$ cat src/rtl/bwb_pkg.sv
package bwb_pkg;
  parameter int SA_W   = 16;
  parameter int BYTE_W = 8;
  parameter int BANK_W = 9;
  parameter int WIN_W  = 15;
  parameter int RAM_AW = 13;
  localparam int FA_W  = BANK_W + WIN_W;
  localparam int WD_W  = 2 * BYTE_W;

  typedef enum logic [2:0] {
    RG_NONE, RG_RAM, RG_FM, RG_PSG, RG_BANK, RG_FAR
  } region_e;

  typedef enum logic [1:0] {
    SQ_IDLE, SQ_ACT, SQ_DONE
  } seq_state_e;

  function automatic region_e decode_region(input logic [SA_W-1:0] a, input logic we);
    region_e r;
    if (a[SA_W-1])                                r = RG_FAR;
    else if (a[15:13] == 3'b010)                  r = RG_FM;
    else if (we && ((a & 16'hFFF9) == 16'h7F11))  r = RG_PSG;
    else if (we && (a[15:8] == 8'h60))            r = RG_BANK;
    else if (a[15:14] == 2'b00)                   r = RG_RAM;
    else                                          r = RG_NONE;
    return r;
  endfunction

  function automatic logic [FA_W-1:0] far_address(input logic [BANK_W-1:0] bank,
                                                  input logic [SA_W-1:0] a);
    return {bank, a[WIN_W-1:0]};
  endfunction

  function automatic logic [BANK_W-1:0] bank_shift(input logic [BANK_W-1:0] bank,
                                                   input logic bit_in);
    return {bit_in, bank[BANK_W-1:1]};
  endfunction
endpackage

$ cat src/rtl/bwb_bank_reg.sv
module bwb_bank_reg
  import bwb_pkg::*;
(
  input  logic              clk,
  input  logic              rst_n,
  input  logic              shift_en,
  input  logic              bit_in,
  output logic [BANK_W-1:0] bank_q
);
  always_ff @(posedge clk) begin
    if (!rst_n)        bank_q <= '0;
    else if (shift_en) bank_q <= bank_shift(bank_q, bit_in);
  end

  assert_bank_hold_R2: assert property (@(posedge clk) disable iff (!rst_n)
    !shift_en |=> $stable(bank_q));
  assert_bank_topbit_R2: assert property (@(posedge clk) disable iff (!rst_n)
    shift_en |=> bank_q[BANK_W-1] == $past(bit_in));
endmodule

$ cat src/rtl/bwb_decode.sv
module bwb_decode
  import bwb_pkg::*;
(
  input  logic [SA_W-1:0] addr,
  input  logic            we,
  output region_e         region
);
  always_comb region = decode_region(addr, we);
endmodule

$ cat src/rtl/bwb_seq.sv
module bwb_seq
  import bwb_pkg::*;
(
  input  logic              clk,
  input  logic              rst_n,
  input  logic              s_start,
  input  logic              s_we,
  input  logic              s_wide,
  input  logic [SA_W-1:0]   s_addr,
  input  logic [WD_W-1:0]   s_wdata,
  input  logic              byte_done,
  input  logic [BYTE_W-1:0] byte_rdata,
  output logic [SA_W-1:0]   cur_addr,
  output logic [BYTE_W-1:0] cur_wdata,
  output logic              cur_we,
  output logic              active,
  output logic              byte_fire,
  output logic              s_busy,
  output logic              s_done,
  output logic [WD_W-1:0]   s_rdata
);
  seq_state_e            state;
  logic [SA_W-1:0]       cmd_addr;
  logic [WD_W-1:0]       cmd_wdata;
  logic                  cmd_wide;
  logic                  idx;

  always_ff @(posedge clk) begin
    if (!rst_n) begin
      state     <= SQ_IDLE;
      cmd_addr  <= '0;
      cmd_wdata <= '0;
      cmd_we    <= 1'b0;
      cmd_wide  <= 1'b0;
      idx       <= 1'b0;
      s_rdata   <= '0;
    end else begin
      case (state)
        SQ_IDLE: if (s_start) begin
          cmd_addr  <= s_addr;
          cmd_wdata <= s_wdata;
          cmd_we    <= s_we;
          cmd_wide  <= s_wide;
          idx       <= 1'b0;
          s_rdata   <= '0;
          state     <= SQ_ACT;
        end
        SQ_ACT: if (byte_done) begin
          if (!cmd_we) begin
            if (idx) s_rdata[WD_W-1:BYTE_W] <= byte_rdata;
            else     s_rdata[BYTE_W-1:0]    <= byte_rdata;
          end
          if (cmd_wide && !idx) idx   <= 1'b1;
          else                  state <= SQ_DONE;
        end
        SQ_DONE: state <= SQ_IDLE;
        default: state <= SQ_IDLE;
      endcase
    end
  end

  logic cmd_we;
  assign cur_addr  = cmd_addr + SA_W'(idx);
  assign cur_wdata = idx ? cmd_wdata[WD_W-1:BYTE_W] : cmd_wdata[BYTE_W-1:0];
  assign cur_we    = cmd_we;
  assign active    = (state == SQ_ACT);
  assign byte_fire = active && byte_done;
  assign s_busy    = (state != SQ_IDLE);
  assign s_done    = (state == SQ_DONE);

  assert_done_pulse_R10: assert property (@(posedge clk) disable iff (!rst_n)
    s_done |=> !s_done && !s_busy);
  assert_wait_addr_R4: assert property (@(posedge clk) disable iff (!rst_n)
    (active && !byte_done) |=> active && $stable(cur_addr));
endmodule

$ cat src/rtl/bank_window_bridge.sv
module bank_window_bridge
  import bwb_pkg::*;
(
  input  logic              clk,
  input  logic              rst_n,
  input  logic              s_start,
  input  logic              s_we,
  input  logic              s_wide,
  input  logic [SA_W-1:0]   s_addr,
  input  logic [WD_W-1:0]   s_wdata,
  output logic              s_busy,
  output logic              s_done,
  output logic [WD_W-1:0]   s_rdata,
  output logic [SA_W-1:0]   dev_addr,
  output logic              dev_we,
  output logic [BYTE_W-1:0] dev_wdata,
  output logic              ram_cs,
  output logic [RAM_AW-1:0] ram_addr,
  input  logic [BYTE_W-1:0] ram_rdata,
  output logic              fm_cs,
  input  logic [BYTE_W-1:0] fm_rdata,
  output logic              psg_cs,
  output logic              f_req,
  output logic [FA_W-1:0]   f_addr,
  input  logic [BYTE_W-1:0] f_rdata,
  input  logic              f_ack
);
  region_e               region;
  logic                  active;
  logic                  byte_fire;
  logic                  byte_done;
  logic [BYTE_W-1:0]     byte_rdata;
  logic [BANK_W-1:0]     bank_q;
  logic                  bank_wr;

  bwb_seq u_seq (
    .clk(clk), .rst_n(rst_n),
    .s_start(s_start), .s_we(s_we), .s_wide(s_wide),
    .s_addr(s_addr), .s_wdata(s_wdata),
    .byte_done(byte_done), .byte_rdata(byte_rdata),
    .cur_addr(dev_addr), .cur_wdata(dev_wdata), .cur_we(dev_we),
    .active(active), .byte_fire(byte_fire),
    .s_busy(s_busy), .s_done(s_done), .s_rdata(s_rdata)
  );

  bwb_decode u_dec (
    .addr(dev_addr), .we(dev_we), .region(region)
  );

  assign bank_wr = byte_fire && (region == RG_BANK);

  bwb_bank_reg u_bank (
    .clk(clk), .rst_n(rst_n),
    .shift_en(bank_wr), .bit_in(dev_wdata[0]), .bank_q(bank_q)
  );

  assign ram_cs    = active && (region == RG_RAM);
  assign fm_cs     = active && (region == RG_FM);
  assign psg_cs    = active && (region == RG_PSG);
  assign f_req     = active && (region == RG_FAR);
  assign ram_addr  = dev_addr[RAM_AW-1:0];
  assign f_addr    = far_address(bank_q, dev_addr);
  assign byte_done = (region != RG_FAR) || f_ack;

  always_comb begin
    case (region)
      RG_RAM:  byte_rdata = ram_rdata;
      RG_FM:   byte_rdata = fm_rdata;
      RG_FAR:  byte_rdata = f_rdata;
      default: byte_rdata = '0;
    endcase
  end

  assert_one_target_R9: assert property (@(posedge clk) disable iff (!rst_n)
    $onehot0({ram_cs, fm_cs, psg_cs, f_req}));
  assert_far_hold_R4: assert property (@(posedge clk) disable iff (!rst_n)
    (f_req && !f_ack) |=> f_req && $stable(f_addr) && $stable(dev_we));
  assert_psg_write_only_R6: assert property (@(posedge clk) disable iff (!rst_n)
    psg_cs |-> dev_we);
  assert_ram_low_region_R7: assert property (@(posedge clk) disable iff (!rst_n)
    ram_cs |-> (dev_addr[15:14] == 2'b00));
  assert_far_busy_R4: assert property (@(posedge clk) disable iff (!rst_n)
    f_req |-> s_busy && !s_done);
endmodule

$ cat config.mk
export PLATFORM = sky130hd
export DESIGN_NAME = bank_window_bridge
export DESIGN_NICKNAME = d
export VERILOG_FILES = /design/src/rtl/bwb_pkg.sv /design/src/rtl/bwb_bank_reg.sv /design/src/rtl/bwb_decode.sv /design/src/rtl/bwb_seq.sv /design/src/rtl/bank_window_bridge.sv
export SDC_FILE = /design/constraint.sdc
export NUM_CORES = 1
export LEC_CHECK = 0
export ABC_AREA = 1
export BUFFER_PORTS_ARGS = -buffer_cell sky130_fd_sc_hd__buf_4
export CORE_MARGIN = 2
export CORE_UTILIZATION = 51
export DETAILED_ROUTE_END_ITERATION = 8
export HOLD_SLACK_MARGIN = 0.12
export PLACE_DENSITY = 0.9
export RECOVER_POWER = 100
export SETUP_SLACK_MARGIN = 0.05
export SLEW_MARGIN = 10
export SYNTH_ARGS = -nofsm -noshare
export SYNTH_HDL_FRONTEND = slang
export SYNTH_SLANG_ARGS = --single-unit
$ cat constraint.sdc
create_clock -name clk -period 2.86 [get_ports clk]
set_input_delay 0.143 -clock clk [delete_from_list [all_inputs] [get_ports clk]]
set_output_delay 0.143 -clock clk [all_outputs]
set_load 0.02 [all_outputs]
* After elaboration in Yosys (flattened, before gate mapping)
Index checks and enable logic that the tools add are counted. W data, S select, Z words.
Word-level totals: latch bits 0, bits in writable memories 0, bits in read-only memories 0, word-level logic and storage cells 69, flip-flop bits (word level) 62, memories 0, input bits 62, output and inout bits 84
Cells by class: multiplexer cells 21, reductions and logical operators 20, magnitude comparators 0, bitwise logic cells 0, $mul 0, shift-type cells 0, eq/ne operators 18, add/sub/neg operators 1, div/mod/pow operators 0
Operators by type and width (count):
- $mux W16 | 3
- $pmux W16 S2 | 1
- $mux W8 | 3
- $pmux W8 S3 | 1
- $add A16 B1 Y16 | 1
- $eq A14 B13 Y1 const B | 1
- $mux W3 | 4
- $reduce_and A5 Y1 | 2
- $eq A3 B2 Y1 const B | 3
- $logic_and A1 B1 Y1 | 9
- $eq A8 B7 Y1 const B | 1
- $ne A2 B2 Y1 const B | 4
- $eq A3 B3 Y1 const B | 2
- $mux W2 | 3
- $ne A2 B1 Y1 const B | 3
- $logic_not A2 Y1 | 2
- $mux W1 | 4
- $pmux W2 S2 | 1
- $reduce_and A4 Y1 | 1
- $reduce_bool A2 Y1 | 2
- $eq A3 B1 Y1 const B | 1
- $ne A3 B3 Y1 const B | 1
- $reduce_and A3 Y1 | 1
- $eq A2 B1 Y1 const B | 1
- 5 further kinds | 5

* Longest topological paths before layout
depth in word-level cells 13, mapped depth 13, mapped depth without buffers 13

* Modules after synthesis
From an unflattened synthesis, not the netlist that was laid out.
Second synthesis, totals: cells, all modules 552, area, all modules 3669.8 µm²
By module, submodules not included:
- bwb_seq | cells each 386, seq. area each 1061.0 µm², instances 1, area an instance 2665.1 µm²
- bank_window_bridge | cells each 79, seq. area each 0.0 µm², instances 1, area an instance 499.2 µm²
- bwb_bank_reg | cells each 57, seq. area each 180.2 µm², instances 1, area an instance 384.1 µm²
- bwb_decode | cells each 30, seq. area each 0.0 µm², instances 1, area an instance 121.4 µm²

* Least setup slack after synthesis
Ideal clock, no wire load.
path type register to output, start point reg u_seq.idx, end point out psg_cs, setup slack 0.400 ns, path buffers 0, arrival 2.317 ns, data required time 2.717 ns, stages on the path, launching flop included 13, cells stage by stage dfxtp_1 ha_1 ha_1 nand2_1 nor2_2 nand2_1 xnor2_1 nand2_1 nor2_1 nand3_1 o21ai_0 nand2_1 nor2_1
On the way: cells in the longest elaborated chain, start to end 9, elaborated cells on any way between the ends 14, those cells by class add/sub: 1; eq/ne: 4; mux: 5; reduce/logical: 4
RTL lines:
- start, declared | RTL line bwb_seq.sv:26 | logic idx;
- start signal, assigned | RTL line bwb_seq.sv:35 | idx <= 1'b0;
- start signal, assigned | RTL line bwb_seq.sv:44 | idx <= 1'b0;
- start signal, assigned | RTL line bwb_seq.sv:53 | if (cmd_wide && !idx) idx <= 1'b1;
- $add A16 B1 Y16 (*) | RTL line bwb_seq.sv:63 | assign cur_addr = cmd_addr + SA_W'(idx);
- net dev_addr[8] | RTL line bank_window_bridge.sv:14 | output logic [SA_W-1:0] dev_addr,
- $eq A8 B7 Y1 | RTL line bwb_pkg.sv:23 | else if (we && (a[15:8] == 8'h60)) r = RG_BANK;
- $logic_and A1 B1 Y1 | RTL line bwb_pkg.sv:23
- $mux W3 | RTL line bwb_pkg.sv:23
- $mux W3 (*) | RTL line bwb_pkg.sv:22 | else if (we && ((a & 16'hFFF9) == 16'h7F11)) r = RG_PSG;
- $mux W3 (*) | RTL line bwb_pkg.sv:21 | else if (a[15:13] == 3'b010) r = RG_FM;
- $mux W3 (*) | RTL line bwb_pkg.sv:20 | if (a[SA_W-1]) r = RG_FAR;
- $eq A3 B2 Y1 (*) | RTL line bank_window_bridge.sv:59 | assign psg_cs = active && (region == RG_PSG);
- $logic_and A1 B1 Y1 (*) | RTL line bank_window_bridge.sv:59
- end, declared | RTL line bank_window_bridge.sv:22 | output logic psg_cs,
Mark *: on every way through the listed nets, which the timed path passes. The rest lies on a longest branch.

* Worst setup path after layout
start point reg u_seq.cmd_addr[0], end point out psg_cs
On the way: cells in the longest elaborated chain, start to end 9, elaborated cells on any way between the ends 14, those cells by class add/sub: 1; eq/ne: 4; mux: 5; reduce/logical: 4
RTL lines:
- start, declared | RTL line bwb_seq.sv:23 | logic [SA_W-1:0] cmd_addr;
- start signal, assigned | RTL line bwb_seq.sv:40 | cmd_addr <= s_addr;
- $add A16 B1 Y16 (*) | RTL line bwb_seq.sv:63
- $eq A8 B7 Y1 / $logic_not A2 Y1 (equally long branches) | RTL line bwb_pkg.sv:23, bwb_pkg.sv:24
- $logic_and A1 B1 Y1 / $mux W1 (equally long branches) | RTL line bwb_pkg.sv:23, bwb_pkg.sv:24
- $mux W3 | RTL line bwb_pkg.sv:23
- $mux W3 | RTL line bwb_pkg.sv:22
- $mux W3 | RTL line bwb_pkg.sv:21
- $mux W3 (*) | RTL line bwb_pkg.sv:20
- $eq A3 B2 Y1 (*) | RTL line bank_window_bridge.sv:59
- $logic_and A1 B1 Y1 (*) | RTL line bank_window_bridge.sv:59
Every way passes the cells marked *; elsewhere a longest branch is shown, timed or not.

==> flow_summary.yaml <==
layout:
  synthToLayoutAreaGrowth_pct: 34.6
  drive_above_1_share_pct: 16.9
  final_area_mm2: 0.00441
  diodes: 0
  nets: 677
yosys:
  ys_types: 31
  ys_warn_count: 0
  syn_area_per_cell_um2: 7.02
  yosys-top-cells-count: "88 x nand2_1, 73 x nor2_1, 62 x dfxtp_1"
  syn-cell-area_mm2: 0.00328
  synth-main-ff-cell: "dfxtp_1"
  synth_largest_area_cell: "dfxtp_1"
  synth_nets: 531
  synth-edff-count: 0
  ys_top_cells_by_area: "dfxtp_1 38%, nand2_1 10%, nor2_1 8.4%, o21ai_0 7.2%, buf_4 6.9%"
  synth-async-reset-ratio_pct: 0
  ys_seq_area_share_pct: 37.8
  synth_most_common_cell: "nand2_1"
  synth_top_area_share_pct: 37.8
  synth-seq-cells: 62
  synth_cells: 467
clock_tree:
  cts_tree: "built"
  root_buffer: "clkbuf_8"
  cts-buffers-inserted: 9
  cts_sinks: 62
  clk_path_buf_depth: 2
  clkLatencyLatePin_ns: 0.34
  cts-htree-levels: 3
  clkTransAtPathRegs_ns: 0.06
floorplan:
  row_count: 29
  ios: 146
  core_area_mm2: 0.00628
  die_area_mm2: 0.00709
  die_w_um: 84.2
  initial_core_util_pct: 52.3
  die_h_um: 84.2
grt:
  overflow: 0
  grt_start_max_net_pins: 53
  grt_pass1_vias: 3615
  grt_first_pass_wirelength_um: 16200
  antenna_found_initial: 0
  track_usage_pct: 27.9
critical_path:
  cp.arrival_ns: 2.49
  rr_endpoint: "u_bank.bank_q[8]"
  worstSetupEndpointType: "primary output"
  crit_path_start_kind: "flop"
  slowest_delay_ns: 0.34
  crit_start: "u_seq.cmd_addr[0]"
  critical_path_class: "reg2out"
  cp_slowest_cell: "dfxtp_1"
  reg2reg_depth: 14
  worstPathMaxFanout: 10
  reg2reg_from: "u_seq.cmd_addr[0]"
  cp.required_ns: 2.72
  r2r_slack_ns: 0.28
  endpoint: "psg_cs"
  crit_chain: "ha_1, ha_1, nand3_1, nor2_1, nand3_1, nand2_1, nand2_4, nor2_8, nand4_1, o21ai_0, nand2_1, nor2_1, buf_4"
routing:
  drt_iter0_drc: 231
  vias: 3748
  ant_nets: 0
  drc: 0
  wl_um: 10000
  wl_per_cell_um: 14.4
  drt-pass1-iter-count: 7
  viasPerCell: 5.40
sta:
  maxSlewViolCount: 0
  setup_viol: 0
  fin_crit_sh_pct: 92.2
  rsz0062_at_grt: "false"
  worst_pin_slew_ns: 0.580
  skew_ns: 0.00592
  timing.final.ws_setup_ns: 0.224
  fmax_mhz: 379
  relSlewSlack_pct: 61.3
  finalHoldViolations: 0
  period_needed_ns: 2.64
  setup_tns_ns: 0
job:
  maxCapViolCount: 0
power:
  clockPowerShare_pct: 34.3
  p_int_mw: 1.70
  p_sw_share_pct: 32.5
  cellPowerDensity_mw_per_mm2: 571
  seq_power_share_pct: 39.5
  p_switching_mw: 0.818
  leakage_nw: 1.93
  p_comb_share_pct: 26.2
  vdd_drop_max_v: 0.000459
hold_path:
  worstHoldPathType: "in2reg"
  min_path_cells: 3
placement:
  gp_congestion: 0.870
  dp_hpwl_um: 6680
  place_ws_ns: 0.551
  io_buffers: 145
  place_area_mm2: 0.00417
status:
  status: "finished, final reports clean"
routing by layer:
metal  vias to the layer above  GRT usage [%]  share of wire, %
li1                       1802              -                 -
met1                      1736           30.8                38
met2                       181           50.6                51
met3                        29           6.98               8.5
met4                         0           11.4               2.8
met5                         -              0                 0
through the flow:
step | util [%] | power, mW | std cells | hold slack (ns)
6_report | 70.3 | 2.52 | 694 | 0.140
5_1_grt | 70.3 | 2.63 | 694 | 0.143
4_1_cts | 75.1 | 2.60 | 691 | 0.149
3_5_place_dp | 66.4 | 1.71 | 644 | 0.370
3_3_place_gp | 66.4 | 1.69 | 644 | 0.365
2_1_floorplan | - | 1.47 | 467 | 0.272
worst max-delay path, delay by kind of cell (launching register included):
kind,cells,cell delay (ns)
flops,1,0.34
simple gates,9,1.11
buf+inv,1,0.14
compound gates,1,0.17
fa+ha+maj,2,0.40
state kept, by name, summed over array words and instances (netlist names):
signal           count
u_seq.s_rdata       16
u_seq.cmd_wdata     16
u_bank.bank_q        9
u_seq.cmd_wide       1
u_seq.cmd_addr      16
u_seq.idx            1
u_seq.state          2
u_seq.cur_we         1
worst min-delay path by stage:
stage	startpoint	endpoint	slack, ns
after floorplan	rst_n	u_seq.state[0]	0.27
after global placement	s_wdata[11]	u_seq.cmd_wdata[11]	0.36
after detailed placement	s_wdata[0]	u_seq.cmd_wdata[0]	0.37
after CTS	s_addr[9]	u_seq.cmd_addr[9]	0.15
after global routing	s_addr[12]	u_seq.cmd_addr[12]	0.14
final	s_addr[12]	u_seq.cmd_addr[12]	0.14
cells by family after synthesis:
group / share of synthesized area [%]
xor gates and xnor gates: 1.87
buffers and inverters: 12.9
AOI/OAI and AO/OA: 14.8
adders and majority gates: 0.763
DFF: 37.8
and+or+nand+nor: 31.9
power groups by stage:
stage / registers, mW / clock network (mW) / logic, mW
2_1_floorplan: 1.03 / 0 / 0.440
4_1_cts: 0.993 / 0.876 / 0.736
6_report: 0.995 / 0.865 / 0.660
3_5_place_dp: 1.01 / 0 / 0.697
3_3_place_gp: 1.01 / 0 / 0.684
5_1_grt: 1.00 / 0.903 / 0.720
cell type report:
cell class | instances | area [um^2]
Inverter | 28 | 105
Multi-Input combinational cell | 329 | 1580
Clock inverter | 3 | 67.6
Tap cell | 77 | 96.3
Fill cell | 568 | 1860
Timing Repair Buffer | 183 | 1170
Clock buffer | 12 | 155
Sequential cell | 62 | 1240
repair_timing:
| item | 4_1_cts | 5_1_grt |
|---|---|---|
| buffers inserted | 0 | 3 |
| resized for setup | 0 | 1 |
| endpoints found under the setup margin | 0 | 1 |
| endpoints found under the hold margin | 32 | 0 |
| hold buffers | 32 | 0 |
cells in the final DEF (no fill, tap or decap), types with 2 or more instances in the layout:
master and n:
a21oi_1 36, buf_4 74, bufinv_16 2, clkbuf_1 76
clkbuf_2 2, clkbuf_8 11, clkinv_1 3, dfxtp_1 62
dlygate4sd3_1 32, ha_1 2, inv_1 24, nand2_1 89
nand2_2 2, nand2_4 2, nand3_1 35, nand4_1 16
nor2_1 76, nor2_2 3, nor2_8 2, o21ai_0 48
o21ai_1 5, xnor2_1 3, xor2_1 3
No activity file was read; power rests on OpenSTA's default activity.
